--- src/rtl/ow_rom_pkg.sv ---
package ow_rom_pkg;
    localparam int CMD_W = 8;

    typedef enum logic [2:0] {
        ST_HALT,
        ST_CMD,
        ST_SEND,
        ST_MATCH,
        ST_SEARCH,
        ST_SEL
    } rom_st_e;

    typedef enum logic [1:0] {
        PH_TRUE,
        PH_COMP,
        PH_CHOICE
    } srch_ph_e;

    localparam logic [CMD_W-1:0] OP_READ   = 8'h33;
    localparam logic [CMD_W-1:0] OP_MATCH  = 8'h55;
    localparam logic [CMD_W-1:0] OP_SKIP   = 8'hCC;
    localparam logic [CMD_W-1:0] OP_SEARCH = 8'hF0;
endpackage

--- src/rtl/ow_rom_opdec.sv ---
module ow_rom_opdec
    import ow_rom_pkg::*;
(
    input  logic [CMD_W-1:0] op_i,
    output rom_st_e          next_o
);
    always_comb begin
        unique case (op_i)
            OP_READ:   next_o = ST_SEND;
            OP_MATCH:  next_o = ST_MATCH;
            OP_SKIP:   next_o = ST_SEL;
            OP_SEARCH: next_o = ST_SEARCH;
            default:   next_o = ST_HALT;
        endcase
    end
endmodule

--- src/rtl/ow_addr_tap.sv ---
module ow_addr_tap #(
    parameter int ADDR_W = 64,
    parameter int IDX_W  = $clog2(ADDR_W)
) (
    input  logic [ADDR_W-1:0] addr_i,
    input  logic [IDX_W-1:0]  idx_i,
    output logic              bit_o,
    output logic              last_o
);
    localparam logic [IDX_W-1:0] LAST_IDX = IDX_W'(ADDR_W - 1);

    assign bit_o  = addr_i[idx_i];
    assign last_o = (idx_i == LAST_IDX);
endmodule

--- src/rtl/ow_rom_layer.sv ---
module ow_rom_layer
    import ow_rom_pkg::*;
#(
    parameter int ADDR_W = 64
) (
    input  logic              clk,
    input  logic              rst_n,
    input  logic              bus_reset_i,
    input  logic              rx_valid_i,
    input  logic              rx_bit_i,
    input  logic              rd_req_i,
    input  logic [ADDR_W-1:0] node_addr_i,
    output logic              drive_low_o,
    output logic              select_o
);
    localparam int IDX_W = $clog2(ADDR_W);
    localparam logic [IDX_W-1:0] CMD_LAST = IDX_W'(CMD_W - 1);

    typedef struct packed {
        rom_st_e          st;
        srch_ph_e         ph;
        logic [IDX_W-1:0] idx;
        logic [CMD_W-1:0] cmd;
    } ctx_t;

    ctx_t d, q;

    logic [CMD_W-1:0] cmd_next;
    rom_st_e          op_st;
    logic             abit;
    logic             alast;

    assign cmd_next = {rx_bit_i, q.cmd[CMD_W-1:1]};

    ow_rom_opdec u_dec (
        .op_i   (cmd_next),
        .next_o (op_st)
    );

    ow_addr_tap #(.ADDR_W(ADDR_W), .IDX_W(IDX_W)) u_tap (
        .addr_i (node_addr_i),
        .idx_i  (q.idx),
        .bit_o  (abit),
        .last_o (alast)
    );

    always_comb begin
        d = q;
        if (bus_reset_i) begin
            d.st  = ST_CMD;
            d.ph  = PH_TRUE;
            d.idx = '0;
            d.cmd = '0;
        end else begin
            unique case (q.st)
                ST_CMD: begin
                    if (rx_valid_i) begin
                        d.cmd = cmd_next;
                        if (q.idx == CMD_LAST) begin
                            d.st  = op_st;
                            d.idx = '0;
                            d.ph  = PH_TRUE;
                        end else begin
                            d.idx = q.idx + 1'b1;
                        end
                    end
                end
                ST_SEND: begin
                    if (rd_req_i) begin
                        if (alast) d.st = ST_SEL;
                        else       d.idx = q.idx + 1'b1;
                    end
                end
                ST_MATCH: begin
                    if (rx_valid_i) begin
                        if (rx_bit_i != abit) d.st = ST_HALT;
                        else if (alast)       d.st = ST_SEL;
                        else                  d.idx = q.idx + 1'b1;
                    end
                end
                ST_SEARCH: begin
                    unique case (q.ph)
                        PH_TRUE:   if (rd_req_i) d.ph = PH_COMP;
                        PH_COMP:   if (rd_req_i) d.ph = PH_CHOICE;
                        default: begin
                            if (rx_valid_i) begin
                                if (rx_bit_i != abit) begin
                                    d.st = ST_HALT;
                                end else if (alast) begin
                                    d.st = ST_SEL;
                                end else begin
                                    d.idx = q.idx + 1'b1;
                                    d.ph  = PH_TRUE;
                                end
                            end
                        end
                    endcase
                end
                default: ;
            endcase
        end
    end

    always_ff @(posedge clk or negedge rst_n) begin
        if (!rst_n) begin
            q.st  <= ST_HALT;
            q.ph  <= PH_TRUE;
            q.idx <= '0;
            q.cmd <= '0;
        end else begin
            q <= d;
        end
    end

    always_comb begin
        drive_low_o = 1'b0;
        if (q.st == ST_SEND) begin
            drive_low_o = ~abit;
        end else if (q.st == ST_SEARCH) begin
            if (q.ph == PH_TRUE)      drive_low_o = ~abit;
            else if (q.ph == PH_COMP) drive_low_o = abit;
        end
    end

    assign select_o = (q.st == ST_SEL);
endmodule

--- config.mk ---
export PLATFORM = sky130hd
export DESIGN_NAME = ow_rom_layer
export DESIGN_NICKNAME = d
export VERILOG_FILES = /design/src/rtl/ow_rom_pkg.sv /design/src/rtl/ow_rom_opdec.sv /design/src/rtl/ow_addr_tap.sv /design/src/rtl/ow_rom_layer.sv
export SDC_FILE = /design/constraint.sdc
export NUM_CORES = 1
export LEC_CHECK = 0
export BUFFER_PORTS_ARGS = -buffer_cell sky130_fd_sc_hd__buf_4
export CAP_MARGIN = 0
export CORE_MARGIN = 2
export CORE_UTILIZATION = 41
export DETAILED_ROUTE_END_ITERATION = 10
export PLACE_DENSITY = 0.67
export REMOVE_ABC_BUFFERS = 1
export SLEW_MARGIN = 30
export SYNTH_ARGS = -nofsm -noshare
export SYNTH_HDL_FRONTEND = slang
export SYNTH_HIERARCHICAL = 1
export SYNTH_SLANG_ARGS = --single-unit
export TNS_END_PERCENT = 30
--- constraint.sdc ---
create_clock -name clk -period 4.5 [get_ports clk]
set_clock_uncertainty 0.1 [all_clocks]
set_input_delay 0.225 -clock clk [delete_from_list [all_inputs] [get_ports clk]]
set_output_delay 0.225 -clock clk [all_outputs]
set_load 0.01 [all_outputs]
==> impl_metrics.toml, run 1 <==
[outcome]
status = "finished clean"

[routing]
wl_um = 4370
drt-initial-drc-count = 119
vias_per_cell = 5.87
vias = 1633
ant_nets = 0
drt_first_pass_iters = 4
wl_per_cell_um = 15.7
drc = 0

[sta]
grt_setup_unrepaired = "false"
tightest_slew_ps = 835
worst_slack_ps = 602
fin_hold_ws_ps = 153
setup_viol = 0
max_freq_ghz = 0.257
setup-tns-final_ps = 0
hold_violations = 0
relSlewSlack_pct = 44.3
fin_crit_sh_pct = 86.6
layout_min_cycle_time_ps = 3900
timing.final.max_slew_violations = 0

[die]
coreArea_um2 = 4320
rows = 24
die_area_um2 = 4980
initial_core_util_pct = 42.0
die_x_um = 70.6
ioPinCount = 72
die_h_um = 70.6

[min_path]
min_path_cells = 2
hp-class = "in -> reg"
hp-start = "rx_bit_i"
whs_endpoint = "cmd_next[6]$_DFFE_PN0P_"

[global_route]
grt_first_pass_wirelength_um = 7240
grt_use_total_pct = 17.6
antenna_found_initial = 0
grt_max_degree = 21
grt_overflow = 0
grt_pass1_vias = 1580

[placed_design]
place_congestion = 0.888
dpl_cell_area_um2 = 2320
dp_hpwl_um = 3420
place_ws_ps = 577
port_buffers = 71

[synth]
yosysUniqueCellTypes = 49
yosysSeqAreaShare_pct = 24.8
synth_edf_count = 0
yosysWarnings = 6
synthFlopType = "dfrtp_1"
netlist_area_um2 = 1820
synthArstFlopShare_pct = 100
synth-seq-cells = 18
synth_cells = 161
synth_area_per_cell_um2 = 11.3

[clock_tree]
clock_sinks = 18
tritoncts = "yes"
worstSkewPairLatency_ps = 250
cts_resized = 0
htree_levels = 1
cts_root_buf = "clkbuf_8"
cts_buffer_depth = 2
cts_setup_buffers = 0
path_clk_slew_ps = 80
ctsHoldBuffers = 1
cts_buffers = 3

[critical_path]
critPathTopFamily = "multiplexers"
cp_data_arrival_time_ps = 3980
cp_max_fo = 20
critPathBufInv = 0
slowest_stage = "dfrtp_1"
reg2regPathDepth = 9
r2r-end = "q[10]$_DFFE_PN0P_"
cp-end-kind = "register"
required_ps = 4580
crit_chain = "mux4_1 -> mux2i_1 -> mux4_2 -> mux2i_1 -> xor2_1 -> or2_0 -> a311o_4 -> or4b_4 -> o211ai_2"
worstSetupStartpointType = "register"
crit_type = "reg -> reg"
max_stage_delay_ps = 890
cp-startpoint = "q[8]$_DFFE_PN0P_"
cpMostUsedCell = "mux2i_1"
reg2reg_from = "q[8]$_DFFE_PN0P_"
r2r_setup_slack_ps = 600

[pwr]
ir_worst_vdd_mv = 0.0988
power_density_nw_per_um2 = 236
cellLeakagePower_nw = 1.03

[flow_run]
maxCapViolCount = 0

[layout]
antenna_cells = 0
seq_area_um2 = 450
drive_gt1_share_pct = 39.8
syn_to_final_growth_pct = 31.4
fin_area_um2 = 2390
fin_nets = 298
fill_cells = 395
multiInputGateArea_um2 = 1260
cell usage in the layout, fill, tap and decap left out, drive strengths merged, types with 4 or more instances in the layout:
cell type / synthesis / layout
mux4: 18 / 18
nand4bb: 5 / 5
dfrtp: 18 / 18
nand3: 6 / 6
a21oi: 9 / 9
buf: 10 / 71
nor2: 7 / 7
mux2i: 11 / 11
clkbuf: 1 / 4
nand2: 10 / 10
inv: 4 / 4
o21ai: 11 / 11
a22o: 8 / 8
how the worst max path moves through the flow:
stage	slack [ps]	to	depth (start not counted)
2_1_floorplan	960	q[10]$_DFFE_PN0P_	9
3_3_place_gp	710	q[10]$_DFFE_PN0P_	9
3_5_place_dp	580	q[10]$_DFFE_PN0P_	9
4_1_cts	570	q[10]$_DFFE_PN0P_	9
5_1_grt	320	q[10]$_DFFE_PN0P_	9
6_report	600	q[10]$_DFFE_PN0P_	9
state kept, by name (all words and copies together) (netlist names):
signal / count
q: 11
cmd_next: 7
power by group:
group | internal (mW) | switching [mW]
registers | 0.171 | 0.0463
logic | 0.141 | 0.0719
clock network | 0.0777 | 0.0559
total | 0.390 | 0.174
final cells by class:
cell class	instances	share of cell area, %
clock buffer	4	2.30
timing repair buffer	72	22.7
sequential	18	18.9
tap	52	2.72
inverter	4	0.629
multi-input combinational	128	52.8
metrics by stage:
step           util [%]  cells  power [mW]
5_1_grt            55.2    278       0.603
3_5_place_dp       53.7    273       0.436
6_report           55.2    278       0.564
2_1_floorplan         -    150       0.351
4_1_cts            55.2    278       0.572
3_3_place_gp       53.7    273       0.430
layer usage:
layer  vias to the layer above  share of wire, %  GRT usage [%]
met5                         -                 0              0
met4                         0                 0           3.35
met3                         0               8.1           3.56
met2                        76                49           28.5
met1                       770                43           24.9
li1                        787                 -              -
cell families after synthesis:
kind of cell | after synthesis | share of synthesized area, %
AND/OR/NAND/NOR | 54 | 19.8
AO/OA/AOI/OAI | 39 | 15.4
multiplexers | 32 | 32.5
flip-flops | 18 | 24.8
buffers and inverters | 15 | 5.92
XOR/XNOR | 2 | 0.964
adder cells (fa/ha/maj) | 1 | 0.688
cells in the mapped netlist (2+ instances only):
master / count / share of area (%)
a22o_1: 8 / 3.9
buf_2: 4 / 1.1
buf_4: 2 / 0.83
buf_6: 3 / 1.9
mux4_1: 11 / 16
or3b_1: 3 / 1.4
nand2b_1: 2 / 0.69
a211oi_1: 2 / 0.83
nor2b_1: 2 / 0.69
inv_1: 4 / 0.83
and3_1: 3 / 1.0
dfrtp_1: 18 / 25
nor4_1: 2 / 0.69
mux4_2: 7 / 8.7
a21oi_1: 9 / 2.5
mux2_2: 3 / 1.9
nor2_1: 7 / 1.4
nand3_1: 6 / 1.7
xor2_1: 2 / 0.96
nand4bb_1: 5 / 3.1
mux2i_1: 11 / 6.1
and4bb_1: 2 / 1.4
nand2_1: 10 / 2.1
o21ai_0: 10 / 2.8
worst register-to-register path, delay by kind of cell, from the launching register on:
family	cells	cell delay, ps
AOI/OAI and AO/OA	2	540
xor gates and xnor gates	1	230
DFF	1	890
muxes	4	1280
and+or+nand+nor	2	790
(Power assumes the default switching activity.)
==> run 2, diff against run 1 <==
--- a/config.mk
+++ b/config.mk
@@ -5,12 +5,12 @@
 export SDC_FILE = /design/constraint.sdc
 export NUM_CORES = 1
 export LEC_CHECK = 0
-export BUFFER_PORTS_ARGS = -buffer_cell sky130_fd_sc_hd__buf_4
 export CAP_MARGIN = 0
 export CORE_MARGIN = 2
 export CORE_UTILIZATION = 41
 export DETAILED_ROUTE_END_ITERATION = 10
-export PLACE_DENSITY = 0.67
+export DONT_BUFFER_PORTS = 1
+export PLACE_DENSITY = 0.53
 export REMOVE_ABC_BUFFERS = 1
 export SLEW_MARGIN = 30
 export SYNTH_ARGS = -nofsm -noshare
==> constraint.sdc (replaced) <==
create_clock -name clk -period 4.9 [get_ports clk]
set_clock_uncertainty 0.1 [all_clocks]
set_input_delay 0.245 -clock clk [delete_from_list [all_inputs] [get_ports clk]]
set_output_delay 0.245 -clock clk [all_outputs]
set_load 0.01 [all_outputs]
==> run 2 against run 1 <==
Compared with the run above:
- worst setup slack improved by 360 ps
- via count fell by 16%
- non-clock buffer count fell by 71
- die area did not move
- clock power fell by 6%
- utilization fell by 12 points
- highest routed layer is now met4
==> impl_metrics.toml, run 2 (same netlist as run 1, synthesis figures left out) <==
[pwr]
power_switching_share_pct = 32.3
ir_worst_vdd_mv = 0.204
cellLeakagePower_nw = 0.685
seqPwrFrac_pct = 41.8
share_comb_of_total_power_pct = 31.9
clkPwrFrac_pct = 26.3
total_power_mw = 0.479
p_int_mw = 0.324
p_sw_mw = 0.155
power_density_nw_per_um2 = 258

[layout]
largest_register_ffs = 11
antenna_cells = 0
syn_to_final_growth_pct = 2.06
fill_cells = 424
multiInputGateArea_um2 = 1260
fin_area_um2 = 1860
fin_nets = 227
final_cells = 207
final_cell_mix = "dfrtp_1 (18), mux2i_1 (11), mux4_1 (11), nand2_1 (10), o21ai_0 (10)"
top_register = "q"
post-route-util_pct = 42.9
seq_area_um2 = 450
drive_gt1_share_pct = 12.3
final_common_cell = "dfrtp_1"

[sta]
max_freq_ghz = 0.254
setup-tns-final_ps = 0
fin_hold_ws_ps = 20.9
layout_min_cycle_time_ps = 3940
hold_violations = 0
timing.final.max_slew_violations = 0
fin_crit_sh_pct = 80.3
relSlewSlack_pct = 43.0
tightest_slew_ps = 853
worst_slack_ps = 963
grt_setup_unrepaired = "false"
setup_viol = 0

[placed_design]
place_congestion = 0.915
place_ws_ps = 959
dpl_cell_area_um2 = 1790
dp_cells = 202
port_buffers = 0
dp_hpwl_um = 3130

[routing]
drt_first_pass_iters = 4
wl_met3_um = 197
dr_wl_met2_um = 2150
drc = 0
ant_nets = 0
vias_per_cell = 6.66
drt-initial-drc-count = 37
vias = 1379
wl_per_cell_um = 20.3
top_layer = "met4"
wl_um = 4200
wl_met1_um = 1810

[clock_tree]
htree_levels = 1
cts_buffer_depth = 2
path_clk_slew_ps = 70
worstSkewPairLatency_ps = 260
tritoncts = "yes"
clock_sinks = 18
cts_buffers = 3
cts_root_buf = "clkbuf_8"

[die]
rows = 24
die_h_um = 70.6
die_x_um = 70.6
coreArea_um2 = 4320
ioPinCount = 72
die_area_um2 = 4980
initial_core_util_pct = 42.0

[critical_path]
cp_max_fo = 20
required_ps = 4980
worstSetupStartpointType = "register"
reg2regPathDepth = 9
cp_data_arrival_time_ps = 4020
reg2reg_from = "q[8]$_DFFE_PN0P_"
r2r-end = "q[10]$_DFFE_PN0P_"
r2r_setup_slack_ps = 960
cp-end-kind = "register"
crit_type = "reg -> reg"

[outcome]
status = "finished clean"

[min_path]
hp-class = "in -> reg"
hp-start = "rx_bit_i"
min_path_cells = 1
whs_endpoint = "cmd_next[6]$_DFFE_PN0P_"

[global_route]
antenna_found_initial = 0
grt_pass1_vias = 1363
grt_overflow = 0
grt_max_degree = 21
grt_first_pass_wirelength_um = 6740
grt_use_total_pct = 16.7

[flow_run]
maxCapViolCount = 0
## run 2: routing by layer
| layer | track usage, % | vias up |
|---|---|---|
| met5 | 0 | - |
| met4 | 3.56 | 0 |
| met3 | 3.28 | 4 |
| met2 | 28.9 | 42 |
| met1 | 21.8 | 686 |
| li1 | - | 647 |
## run 2: power by group through the flow
stage               clock network [mW]  logic, mW  registers, mW
finish                           0.126      0.153          0.200
CTS                              0.129      0.154          0.201
floorplan                            0      0.131          0.192
global placement                     0      0.146          0.202
detailed placement                   0      0.149          0.204
global route                     0.135      0.168          0.206
## run 2: how the worst max path moves through the flow
| stage | slack, ps | to | startpoint | depth (start not counted) |
|---|---|---|---|---|
| after global routing | 690 | q[10]$_DFFE_PN0P_ | q[8]$_DFFE_PN0P_ | 9 |
| after detailed placement | 960 | q[10]$_DFFE_PN0P_ | q[8]$_DFFE_PN0P_ | 9 |
| after floorplan | 1360 | q[10]$_DFFE_PN0P_ | q[8]$_DFFE_PN0P_ | 9 |
| after CTS | 930 | q[10]$_DFFE_PN0P_ | q[8]$_DFFE_PN0P_ | 9 |
| after global placement | 1030 | q[10]$_DFFE_PN0P_ | q[8]$_DFFE_PN0P_ | 9 |
| final | 960 | q[10]$_DFFE_PN0P_ | q[8]$_DFFE_PN0P_ | 9 |
## run 2: critical path: stages (launching register included)
cell and delay, ps:
dfrtp_1 900, mux4_1 390, mux2i_1 70, mux4_2 500, mux2i_1 330, xor2_1 230
or2_0 270, a311o_4 460, or4b_4 530, o211ai_2 70
## run 2: what timing repair did
item | 4_1_cts | 5_1_grt
setup buffers | 0 | 0
endpoints found under the setup margin | 0 | 0
hold endpoints to repair | 18 | 0
resized for setup | 0 | 0
hold buffers | 1 | 0
## run 2: area by class of cell
class	instances	share of cell area [%]
repair buffers	1	0.539
clock buffers	4	2.97
inverters	4	0.809
flip-flops and latches	18	24.3
well taps	52	3.51
multi-input cells	128	67.9
==> run 3, diff against run 2 <==
--- a/config.mk
+++ b/config.mk
@@ -5,6 +5,7 @@
 export SDC_FILE = /design/constraint.sdc
 export NUM_CORES = 1
 export LEC_CHECK = 0
+export ABC_AREA = 1
 export CAP_MARGIN = 0
 export CORE_MARGIN = 2
 export CORE_UTILIZATION = 41
==> constraint.sdc (replaced) <==
create_clock -name clk -period 3.8 [get_ports clk]
set_clock_uncertainty 0.1 [all_clocks]
set_input_delay 0.19 -clock clk [delete_from_list [all_inputs] [get_ports clk]]
set_output_delay 0.19 -clock clk [all_outputs]
set_load 0.01 [all_outputs]
==> run 3 against run 2 <==
Compared with the run above:
- die area is 16% higher
- clock power is 30% higher
- critical endpoint is now drive_low_o
- global-route usage up 2.3 points
- sequential cell count unchanged
- routed wire length grew 29%
- cell count rose by 120%
- largest power group is now combinational cells
- cell area up 20%
- register-to-register slack improved by 390 ps
- combinational power increased to 4.2 times the previous value
- hold slack worse by 5.5 ps
- highest routed layer unchanged
- power up 120%
==> impl_metrics.toml, run 3 <==
[routing]
ant_nets = 0
wl_um = 5430
drt-initial-drc-count = 126
drc = 0
vias_per_cell = 4.86
wl_per_cell_um = 11.8
vias = 2247
drt_first_pass_iters = 4

[sta]
grt_setup_unrepaired = "false"
relSlewSlack_pct = 43.0
tightest_slew_ps = 852
setup_viol = 0
hold_violations = 0
timing.final.max_slew_violations = 0
setup-tns-final_ps = 0
fin_crit_sh_pct = 69.9
worst_slack_ps = 1140
max_freq_ghz = 0.376
layout_min_cycle_time_ps = 2660

[clock_tree]
path_clk_slew_ps = 70
cts_buffers = 3
htree_levels = 1
cts_setup_buffers = 0
clock_sinks = 18
tritoncts = "yes"
cts_resized = 0
worstSkewPairLatency_ps = 260
cts_buffer_depth = 2
cts_root_buf = "clkbuf_8"

[synth]
synthArstFlopShare_pct = 100
synth_commonest_cells = "nand2_1 (160), inv_1 (55), nand3_1 (47), nor2_1 (43), dfrtp_1 (18)"
synth.top_cell.area_share_pct = 28.2
synth_cells = 394
synth_top_cells_by_area = "nand2_1 (28%), dfrtp_1 (21%), nand3_1 (11%)"
yosysUniqueCellTypes = 31
yosysSeqAreaShare_pct = 21.1
synth-seq-cells = 18
synth_top_area_cell = "nand2_1"
synthFlopType = "dfrtp_1"
synth_most_common_cell = "nand2_1"
synth_edf_count = 0
yosysWarnings = 6
synth_area_per_cell_um2 = 5.41
netlist_area_um2 = 2130

[pwr]
power_density_nw_per_um2 = 469
total_power_mw = 1.04
ir_worst_vdd_mv = 0.264
cellLeakagePower_nw = 1.20

[die]
die_x_um = 76.1
ioPinCount = 72
die_h_um = 76.1
die_area_um2 = 5800
rows = 26
initial_core_util_pct = 42.0
coreArea_um2 = 5070

[global_route]
grt_overflow = 0
grt_max_degree = 38
grt_pass1_vias = 2060
grt_use_total_pct = 18.9
grt_first_pass_wirelength_um = 9250
antenna_found_initial = 0

[placed_design]
dp_cells = 455
place_ws_ps = 1340
port_buffers = 0
place_congestion = 0.834
dp_hpwl_um = 4080

[layout]
fill_cells = 590
final_common_cell = "nand2_1"
top_register = "q"
final_cells = 462
fin_nets = 464
largest_register_ffs = 11
antenna_cells = 0
syn_to_final_growth_pct = 4.22
final_cell_mix = "nand2_1 (160), inv_1 (55), nand3_1 (47), nor2_1 (43), dfrtp_1 (18)"
drive_gt1_share_pct = 6.89

[flow_run]
maxCapViolCount = 0

[critical_path]
required_ps = 3510
reg2regPathDepth = 18
worstSetupStartpointType = "register"
cp-end-kind = "primary output"
crit_type = "reg -> out"
cp_data_arrival_time_ps = 2370
cp_max_fo = 37

[outcome]
status = "finished clean"

[min_path]
min_path_cells = 3
hp-class = "in -> reg"
run 3: repair_timing:
action,CTS,global route
setup endpoints to repair,0,0
endpoints found under the hold margin,25,0
hold buffers,3,0
run 3: worst max-delay path: stages (launching register included):
cell and delay (ps):
dfrtp_1 370, buf_4 350, inv_6 170, nand2_1 100, nand3_1 60, a21oi_1 170, nor2_1 70, nand2_1 60
nand3_1 70, nand2_1 120, inv_1 70, o21ai_0 70, nand2_1 70, a22oi_1 340
run 3: cell families after synthesis:
group	Yosys count	synth area share (%)
buffers and inverters	76	16.2
AO/OA/AOI/OAI	29	7.39
adder cells (fa/ha/maj)	1	0.586
flip-flops	18	21.1
AND/OR/NAND/NOR	270	54.7
run 3: through the flow:
step	util [%]	hold slack, ps	cell area, um^2
2_1_floorplan	-	-206	2040
3_3_place_gp	42.1	-205	2140
3_5_place_dp	42.1	-205	2140
4_1_cts	43.8	12.4	2220
5_1_grt	43.8	12.2	2220
6_report	43.8	15.4	2220
run 3: metal layers:
metal  wire length [um]  track usage, %
met3                275            4.03
met1               2800            28.1
met4                 27            3.82
met2               2330            28.3
met5                  0               0
run 3: final timing paths:
kind | start | to | slack (ps)
worst max-delay path | q[8]$_DFFE_PN0P_ | drive_low_o | 1140
max in group asynchronous | rst_n | q[12]$_DFFE_PN0P_ | 2700
worst min register to register | q[8]$_DFFE_PN0P_ | q[8]$_DFFE_PN0P_ | 420
worst min-delay path | bus_reset_i | q[8]$_DFFE_PN0P_ | 20
min in group asynchronous | rst_n | cmd_next[2]$_DFFE_PN0P_ | 370
worst max register to register | q[8]$_DFFE_PN0P_ | q[13]$_DFFE_PN0P_ | 1350
run 3: area by class of cell:
class / count / area (um^2) / area share (%)
clock buffers: 4 / 55.1 / 2.48
inverters: 65 / 249 / 11.2
multi-input cells: 300 / 1340 / 60.1
flip-flops and latches: 18 / 450 / 20.3
well taps: 70 / 87.6 / 3.94
repair buffers: 5 / 45.0 / 2.03
run 3: report_power, final:
group	switching (mW)	internal (mW)	total, mW
sequential	0.0259	0.213	0.239
clock	0.0712	0.0924	0.164
combinational	0.433	0.208	0.641
